==> src/rtl/mdio_mgmt_pkg.sv <==
package mdio_mgmt_pkg;

    localparam int PRE_LEN    = 32;
    localparam int CMD_LEN    = 32;
    localparam int DATA_LEN   = 16;
    localparam int FRAME_LEN  = PRE_LEN + CMD_LEN;
    localparam int IDX_W      = $clog2(FRAME_LEN);
    localparam int CMD_IDX_W  = $clog2(CMD_LEN);
    // first frame bit the PHY owns on a read (turnaround), and first data bit
    localparam int TURN_POS   = PRE_LEN + 14;
    localparam int RDATA_POS  = FRAME_LEN - DATA_LEN;
    localparam int EVT_DONE_BIT = 23;

    localparam logic [1:0] OP_READ = 2'b10;

    typedef struct packed {
        logic [1:0]          st;
        logic [1:0]          op;
        logic [4:0]          phy;
        logic [4:0]          regad;
        logic [1:0]          ta;
        logic [DATA_LEN-1:0] data;
    } mgmt_cmd_t;

    typedef enum logic [1:0] {
        RA_CMD  = 2'd0,
        RA_EVT  = 2'd1,
        RA_SPD  = 2'd2,
        RA_NONE = 2'd3
    } reg_addr_e;

    typedef enum logic [1:0] {
        PH_PRE,
        PH_HEAD,
        PH_TURN,
        PH_DATA
    } frame_phase_e;

    function automatic frame_phase_e phase_at(logic [IDX_W-1:0] idx);
        if (idx < IDX_W'(PRE_LEN))   return PH_PRE;
        if (idx < IDX_W'(TURN_POS))  return PH_HEAD;
        if (idx < IDX_W'(RDATA_POS)) return PH_TURN;
        return PH_DATA;
    endfunction

    function automatic logic cmd_is_read(mgmt_cmd_t c);
        return c.op == OP_READ;
    endfunction

    // Preamble bits are ones; afterwards the command goes out MSB first.
    // PRE_LEN equals CMD_LEN, so the low index bits inverted give 31-k.
    function automatic logic wire_bit(mgmt_cmd_t c, logic [IDX_W-1:0] idx);
        logic [CMD_LEN-1:0] v;
        v = c;
        if (idx < IDX_W'(PRE_LEN)) return 1'b1;
        return v[~idx[CMD_IDX_W-1:0]];
    endfunction

endpackage

==> src/rtl/mdio_mdc_div.sv <==
module mdio_mdc_div #(
    parameter int DIV_W = 8
) (
    input  logic             clk,
    input  logic             rst,
    input  logic             run,
    input  logic [DIV_W-1:0] half_period,
    output logic             mdc,
    output logic             rise_now,
    output logic             fall_now
);

    logic [DIV_W-1:0] cnt;
    logic             enabled;
    logic             wrap;

    assign enabled  = run && (half_period != '0);
    // >= keeps the divider from stalling if the speed shrinks mid-count
    assign wrap     = enabled && (cnt >= half_period - 1'b1);
    assign rise_now = wrap && !mdc;
    assign fall_now = wrap &&  mdc;

    always_ff @(posedge clk) begin
        if (rst || !run) begin
            cnt <= '0;
            mdc <= 1'b0;
        end else if (enabled) begin
            if (wrap) begin
                cnt <= '0;
                mdc <= ~mdc;
            end else begin
                cnt <= cnt + 1'b1;
            end
        end
    end

    // a zero speed value freezes MDC
    p_mdc_hold_zero_r4: assert property (@(posedge clk) disable iff (rst)
        (run && half_period == '0) |=> $stable(mdc));

endmodule

==> src/rtl/mdio_frame_seq.sv <==
module mdio_frame_seq
    import mdio_mgmt_pkg::*;
(
    input  logic                clk,
    input  logic                rst,
    input  logic                start,
    input  mgmt_cmd_t           cmd,
    input  logic                rise_now,
    input  logic                fall_now,
    input  logic                mdio_i,
    output logic                busy,
    output logic                done,
    output logic [DATA_LEN-1:0] rd_word,
    output logic                mdio_o,
    output logic                mdio_oe
);

    logic [IDX_W-1:0] idx;
    frame_phase_e     phase;
    logic             is_rd;
    logic             last_bit;
    logic             drive;

    assign phase    = phase_at(idx);
    assign is_rd    = cmd_is_read(cmd);
    assign last_bit = (idx == IDX_W'(FRAME_LEN - 1));
    assign done     = busy && fall_now && last_bit;
    assign drive    = busy && !(is_rd && (phase == PH_TURN || phase == PH_DATA));
    assign mdio_oe  = drive;
    assign mdio_o   = drive && wire_bit(cmd, idx);

    always_ff @(posedge clk) begin
        if (rst) begin
            busy    <= 1'b0;
            idx     <= '0;
            rd_word <= '0;
        end else if (!busy) begin
            if (start) begin
                busy <= 1'b1;
                idx  <= '0;
            end
        end else begin
            if (rise_now && is_rd && phase == PH_DATA)
                rd_word <= {rd_word[DATA_LEN-2:0], mdio_i};
            if (fall_now) begin
                if (last_bit) busy <= 1'b0;
                else          idx  <= idx + 1'b1;
            end
        end
    end

    // once the line is released in a read, it stays released to the end
    p_stay_released_r7: assert property (@(posedge clk) disable iff (rst)
        (busy && is_rd && !mdio_oe && !done) |=> !mdio_oe);

endmodule

==> src/rtl/mdio_regs.sv <==
module mdio_regs
    import mdio_mgmt_pkg::*;
#(
    parameter int DIV_W = 8
) (
    input  logic                clk,
    input  logic                rst,
    input  logic                reg_we,
    input  logic [1:0]          reg_addr,
    input  logic [31:0]         reg_wdata,
    input  logic                busy,
    input  logic                done,
    input  logic [DATA_LEN-1:0] rd_word,
    output logic                start,
    output mgmt_cmd_t           cmd,
    output logic [DIV_W-1:0]    half_period,
    output logic                evt_done,
    output logic [31:0]         reg_rdata
);

    reg_addr_e sel;

    assign sel   = reg_addr_e'(reg_addr);
    assign start = reg_we && sel == RA_CMD && !busy;

    always_ff @(posedge clk) begin
        if (rst) begin
            cmd         <= '0;
            half_period <= '0;
            evt_done    <= 1'b0;
        end else begin
            if (start)
                cmd <= mgmt_cmd_t'(reg_wdata);
            else if (done && cmd_is_read(cmd))
                cmd.data <= rd_word;

            if (reg_we && sel == RA_SPD)
                half_period <= reg_wdata[DIV_W-1:0];

            if (done)
                evt_done <= 1'b1;
            else if (reg_we && sel == RA_EVT && reg_wdata[EVT_DONE_BIT])
                evt_done <= 1'b0;
        end
    end

    always_comb begin
        reg_rdata = '0;
        case (sel)
            RA_CMD:  reg_rdata = cmd;
            RA_EVT:  reg_rdata[EVT_DONE_BIT] = evt_done;
            RA_SPD:  reg_rdata[DIV_W-1:0] = half_period;
            default: reg_rdata = '0;
        endcase
    end

    // command register frozen for the whole frame
    p_cmd_frozen_r8: assert property (@(posedge clk) disable iff (rst)
        (busy && $past(busy)) |-> $stable(cmd));

    // the event only rises as a frame ends
    p_evt_at_end_r5: assert property (@(posedge clk) disable iff (rst)
        $rose(evt_done) |-> ($past(busy) && !busy));

endmodule

==> src/rtl/mdio_mgmt_ctrl.sv <==
module mdio_mgmt_ctrl
    import mdio_mgmt_pkg::*;
#(
    parameter int DIV_W = 8
) (
    input  logic        clk,
    input  logic        rst,
    input  logic        reg_we,
    input  logic [1:0]  reg_addr,
    input  logic [31:0] reg_wdata,
    output logic [31:0] reg_rdata,
    input  logic        mdio_i,
    output logic        mdc,
    output logic        mdio_o,
    output logic        mdio_oe
);

    logic                start;
    logic                busy;
    logic                done;
    logic                evt_done;
    logic                rise_now;
    logic                fall_now;
    logic [DIV_W-1:0]    half_period;
    logic [DATA_LEN-1:0] rd_word;
    mgmt_cmd_t           cmd;

    mdio_regs #(.DIV_W(DIV_W)) u_regs (
        .clk         (clk),
        .rst         (rst),
        .reg_we      (reg_we),
        .reg_addr    (reg_addr),
        .reg_wdata   (reg_wdata),
        .busy        (busy),
        .done        (done),
        .rd_word     (rd_word),
        .start       (start),
        .cmd         (cmd),
        .half_period (half_period),
        .evt_done    (evt_done),
        .reg_rdata   (reg_rdata)
    );

    mdio_mdc_div #(.DIV_W(DIV_W)) u_div (
        .clk         (clk),
        .rst         (rst),
        .run         (busy),
        .half_period (half_period),
        .mdc         (mdc),
        .rise_now    (rise_now),
        .fall_now    (fall_now)
    );

    mdio_frame_seq u_seq (
        .clk      (clk),
        .rst      (rst),
        .start    (start),
        .cmd      (cmd),
        .rise_now (rise_now),
        .fall_now (fall_now),
        .mdio_i   (mdio_i),
        .busy     (busy),
        .done     (done),
        .rd_word  (rd_word),
        .mdio_o   (mdio_o),
        .mdio_oe  (mdio_oe)
    );

    // MDC rests low outside a frame
    p_mdc_idle_low_r3: assert property (@(posedge clk) disable iff (rst)
        !busy |-> !mdc);

    // the wire holds still while MDC is high
    p_wire_steady_r2: assert property (@(posedge clk) disable iff (rst)
        (mdc && $past(mdc)) |-> ($stable(mdio_o) && $stable(mdio_oe)));

    // a clear with no simultaneous completion leaves the event low
    p_w1c_r6: assert property (@(posedge clk) disable iff (rst)
        (reg_we && reg_addr == 2'd1 && reg_wdata[EVT_DONE_BIT] && !done) |=> !evt_done);

endmodule

==> config.mk <==
export PLATFORM = sky130hd
export DESIGN_NAME = mdio_mgmt_ctrl
export DESIGN_NICKNAME = d
export VERILOG_FILES = /design/src/rtl/mdio_mgmt_pkg.sv /design/src/rtl/mdio_mdc_div.sv /design/src/rtl/mdio_frame_seq.sv /design/src/rtl/mdio_regs.sv /design/src/rtl/mdio_mgmt_ctrl.sv
export SDC_FILE = /design/constraint.sdc
export NUM_CORES = 1
export LEC_CHECK = 0
export BUFFER_PORTS_ARGS = -buffer_cell sky130_fd_sc_hd__buf_2
export CORE_ASPECT_RATIO = 1.5
export CORE_MARGIN = 5
export CORE_UTILIZATION = 47
export CTS_CLUSTER_SIZE = 14
export DETAILED_ROUTE_END_ITERATION = 10
export PLACE_DENSITY = 0.69
export SLEW_MARGIN = 20
export SYNTH_ARGS = -nofsm -noshare
export SYNTH_HDL_FRONTEND = slang
export SYNTH_SLANG_ARGS = --single-unit
==> constraint.sdc <==
create_clock -name clk -period 6.6 [get_ports clk]
set_input_delay 0.66 -clock clk [delete_from_list [all_inputs] [get_ports clk]]
set_output_delay 0.66 -clock clk [all_outputs]
set_load 0.02 [all_outputs]
==> metrics.md <==
| Metric | Value |
|---|---|
| DRC errors left | 0 |
| Max Clock Freq | 307 MHz |
| Crit Path Category | reg2reg |
| RSZ-0062 raised after global routing | false |
| Synth Area in Simple Gates | 0.243 |
| Drt pass-1 iters | 4 |
| Critical Path Start Type | flip-flop |
| Die Width | 83.8 µm |
| Most common cell on crit path | nand2_1 |
| Syn. warnings | 0 |
| GP Congestion | 0.828 |
| Area contributors post-synth | dfxtp_1, mux2i_1, nor2_1 |
| Area growth syn-to-layout | 17.8% |
| Worst path bufs/invs | 0 |
| Required @ worst endpoint | 6.82 ns |
| Reg2reg end | u_regs.cmd[10]$_SDFFE_PP0P_ |
| Final setup vio count | 0 |
| # diodes | 0 |
| Core Util, Final | 0.565 |
| First-pass GRT wire length | 16,500 µm |
| Worst Clk Skew | 0.0131 ns |
| Worst Tran Pin Value | 0.958 ns |
| RR Startpoint | u_regs.half_period[2]$_SDFFE_PP0P_ |
| CTS Sinks | 73 |
| Crit-path cells | nor4_2, nand2_1, xor2_1, ha_1, nand2_1, o21ai_1, a31o_2, nand4_1, o221a_1 |
| Port Buffer Count | 72 |
| Largest net degree at the start of global routing | 51 |
| Initial core utilization | 0.480 |
| Synth Area in Adders | 0.0391 |
| #FFs+latches synth | 73 |
| Clock period minus worst slack | 3.26 ns |
| Num CTS Buffers | 9 |
| Path depth of the worst reg2reg path | 9 |
| Hold_ws | 0.469 ns |
| Area after DPL | 4230 µm² |
| Design area | 4520 µm² |
| Root buf cell | clkbuf_16 |
| Synth Flop Type | dfxtp_1 |
| Mux cell area share after synthesis | 0.145 |
| Final nets | 542 |
| Most instantiated cells after synthesis | dfxtp_1, nor2_1, nand2_1 |
| Routed length per instance | 16.6 µm |
| Postcts setup bufs | 0 |
| Total number of vias | 3,383 |
| Average size of a mapped cell | 8.87 µm² |
| GRT Residual Overflow | 0 |
| Layout fillers | 765 |
| Crit path launch | u_regs.half_period[2]$_SDFFE_PP0P_ |
| Die Y-Extent | 121 µm |
| Clock-pin slew on the worst setup and hold paths | 0.06 ns |
| Final hold violation count | 0 |
| Worst stage delay on the critical path | 0.65 ns |
| Leakage | 1.88 nW |
| Worst R2R Setup Slack | 3.34 ns |
| CP arrival | 3.48 ns |
| Share of cells above drive strength 1 | 0.221 |
| Post-synth top area share | 0.380 |
| Synth Area in XOR/XNOR | 0.0274 |
| DR iter-0 viols | 313 |
| CTS Buffer Depth | 2 |
| Post-synth net total | 483 |
| Worst Setup EP | u_regs.cmd[10]$_SDFFE_PP0P_ |
| Largest family of logic cells by synthesized area | simple AND/OR/NAND/NOR gates |
| Status | completed |
| Max H-tree Level | 3 |
| Antenna violations before repair | 0 |
| Hold-fix buffers at CTS | 0 |
| Gate count of the mapped netlist | 433 |
| CP Max Fanout | 16 |
| DP HPWL | 7210 µm |
| Number of flops mapped to enable cells by yosys | 0 |
| Top-count cell post-synth | dfxtp_1 |
| Post-CTS Resized | 0 |
| I/O pins | 73 |
| Vias in the first global route | 3,491 |
| Worst VDD drop | 0.000146 V |
| Sequential share of the synthesized area | 0.380 |
| Period utilization | 0.494 |
| PD cells | 229 nW/µm² |
| Leading area contributor after synthesis | dfxtp_1 |
| Stages on worst setup path | 9 |
| Maxcap violations | 0 |
| Final Slew Violations | 0 |
| Class of the worst hold path | reg2reg |
| Setup TNS | 0 ns |
| Routed Wire Length | 9970 µm |
| Delay-heaviest family, CP | simple AND/OR/NAND/NOR gates |
| Vias/cell | 5.62 |
| Skew-Pair Late Insertion Delay | 0.35 ns |
| Synth Area in Compound Gates | 0.128 |
| Core ar. | 8010 µm² |
| Row cnt | 40 |
| CP endpoint kind | flip-flop |
| CTS tree | yes |
| Cell variety after synth | 50 |
| Ys async rst share | 0 |
| Die area | 10,100 µm² |
| Slowest cell on crit path | nand4_1 |
| Total GRT Usage | 0.202 |
| Post-DRT Antenna Nets | 0 |
| Slew margin rel. | 0.362 |
| Mapped Area | 3840 µm² |
[state kept, by name, indices dropped and copies added (netlist names)]
signal / flops
u_regs.cmd: 32
u_seq.busy: 1
u_seq.idx: 6
u_div.cnt: 8
u_seq.rd_word: 16
u_regs.evt_done: 1
u_regs.half_period: 8
u_div.mdc: 1
[stage by stage]
step / setup slack [ns] / total power [mW] / cells
floorplan: 3.94 / 0.527 / 433
global placement: 3.48 / 0.557 / 586
detailed placement: 3.39 / 0.559 / 586
CTS: 3.35 / 1.04 / 602
global route: 3.12 / 1.07 / 602
finish: 3.34 / 1.04 / 602
[layout make-up]
type | count | area [µm²] | share of cell area
clock buffer | 9 | 225 | 0.0498
timing repair buffer | 75 | 383 | 0.0846
multi-input combinational | 328 | 2230 | 0.494
sequential | 73 | 1460 | 0.323
tap | 105 | 131 | 0.0290
clock inverter | 7 | 70.1 | 0.0155
inverter | 5 | 18.8 | 0.00415
[logic make-up (layout without fill, tap and decap cells)]
family / Yosys count / in the layout
AO/OA/AOI/OAI: 63 / 63
XOR/XNOR: 12 / 12
adder cells (fa/ha/maj): 12 / 12
buffers and inverters: 32 / 96
flip-flops: 73 / 73
multiplexers: 43 / 43
AND/OR/NAND/NOR: 198 / 198
[worst min path at each step]
stage,end,depth (start not counted),slack (ns),start
finish,u_seq.rd_word[15]$_SDFFE_PP0P_,2,0.47,u_seq.rd_word[15]$_SDFFE_PP0P_
global route,u_regs.evt_done$_SDFFE_PP0P_,2,0.49,u_regs.evt_done$_SDFFE_PP0P_
CTS,u_regs.evt_done$_SDFFE_PP0P_,2,0.47,u_regs.evt_done$_SDFFE_PP0P_
detailed placement,u_regs.evt_done$_SDFFE_PP0P_,2,0.46,u_regs.evt_done$_SDFFE_PP0P_
global placement,u_regs.evt_done$_SDFFE_PP0P_,2,0.45,u_regs.evt_done$_SDFFE_PP0P_
floorplan,u_seq.rd_word[15]$_SDFFE_PP0P_,2,0.43,u_seq.rd_word[15]$_SDFFE_PP0P_
[report_power, final]
group          total (mW)  switching [mW]  internal, mW
Combinational      0.0886          0.0514        0.0372
Clock               0.486           0.193         0.292
Sequential          0.461          0.0104         0.451
[per-layer routing]
metal | track usage | routed length, µm | vias up
li1 | - | - | 1647
met1 | 0.231 | 3990 | 1628
met2 | 0.355 | 5280 | 83
met3 | 0.0375 | 405 | 25
met4 | 0.110 | 289 | 0
met5 | 0 | 0 | -
[worst reg2reg max path, stage by stage (launching register included)]
cell     delay (ns)
dfxtp_1        0.37
nor4_2         0.48
nand2_1        0.12
xor2_1         0.16
ha_1           0.30
nand2_1        0.07
o21ai_1        0.22
a31o_2         0.23
nand4_1        0.65
o221a_1        0.54
[layout by cell type (no fill, tap or decap), drive strengths merged, types with 2 or more instances in the layout]
cell and instances:
clkinv 5, or4 2, dfxtp 73, and3 2, a31oi 3, nand3 13, nor2 68, mux2i 33
and2 23, mux4 10, a31o 2, xnor2 5, nand3b 2, buf 75, nand4 5, nand2 62
inv 5, o221a 16, or3 3, nor4 2, nor3 5, xor2 7, a21oi 26, clkbuf 9
nor3b 5, o211ai 4, ha 12, o21ai 5, nand2b 2
Power figures use the tool's default switching activity.
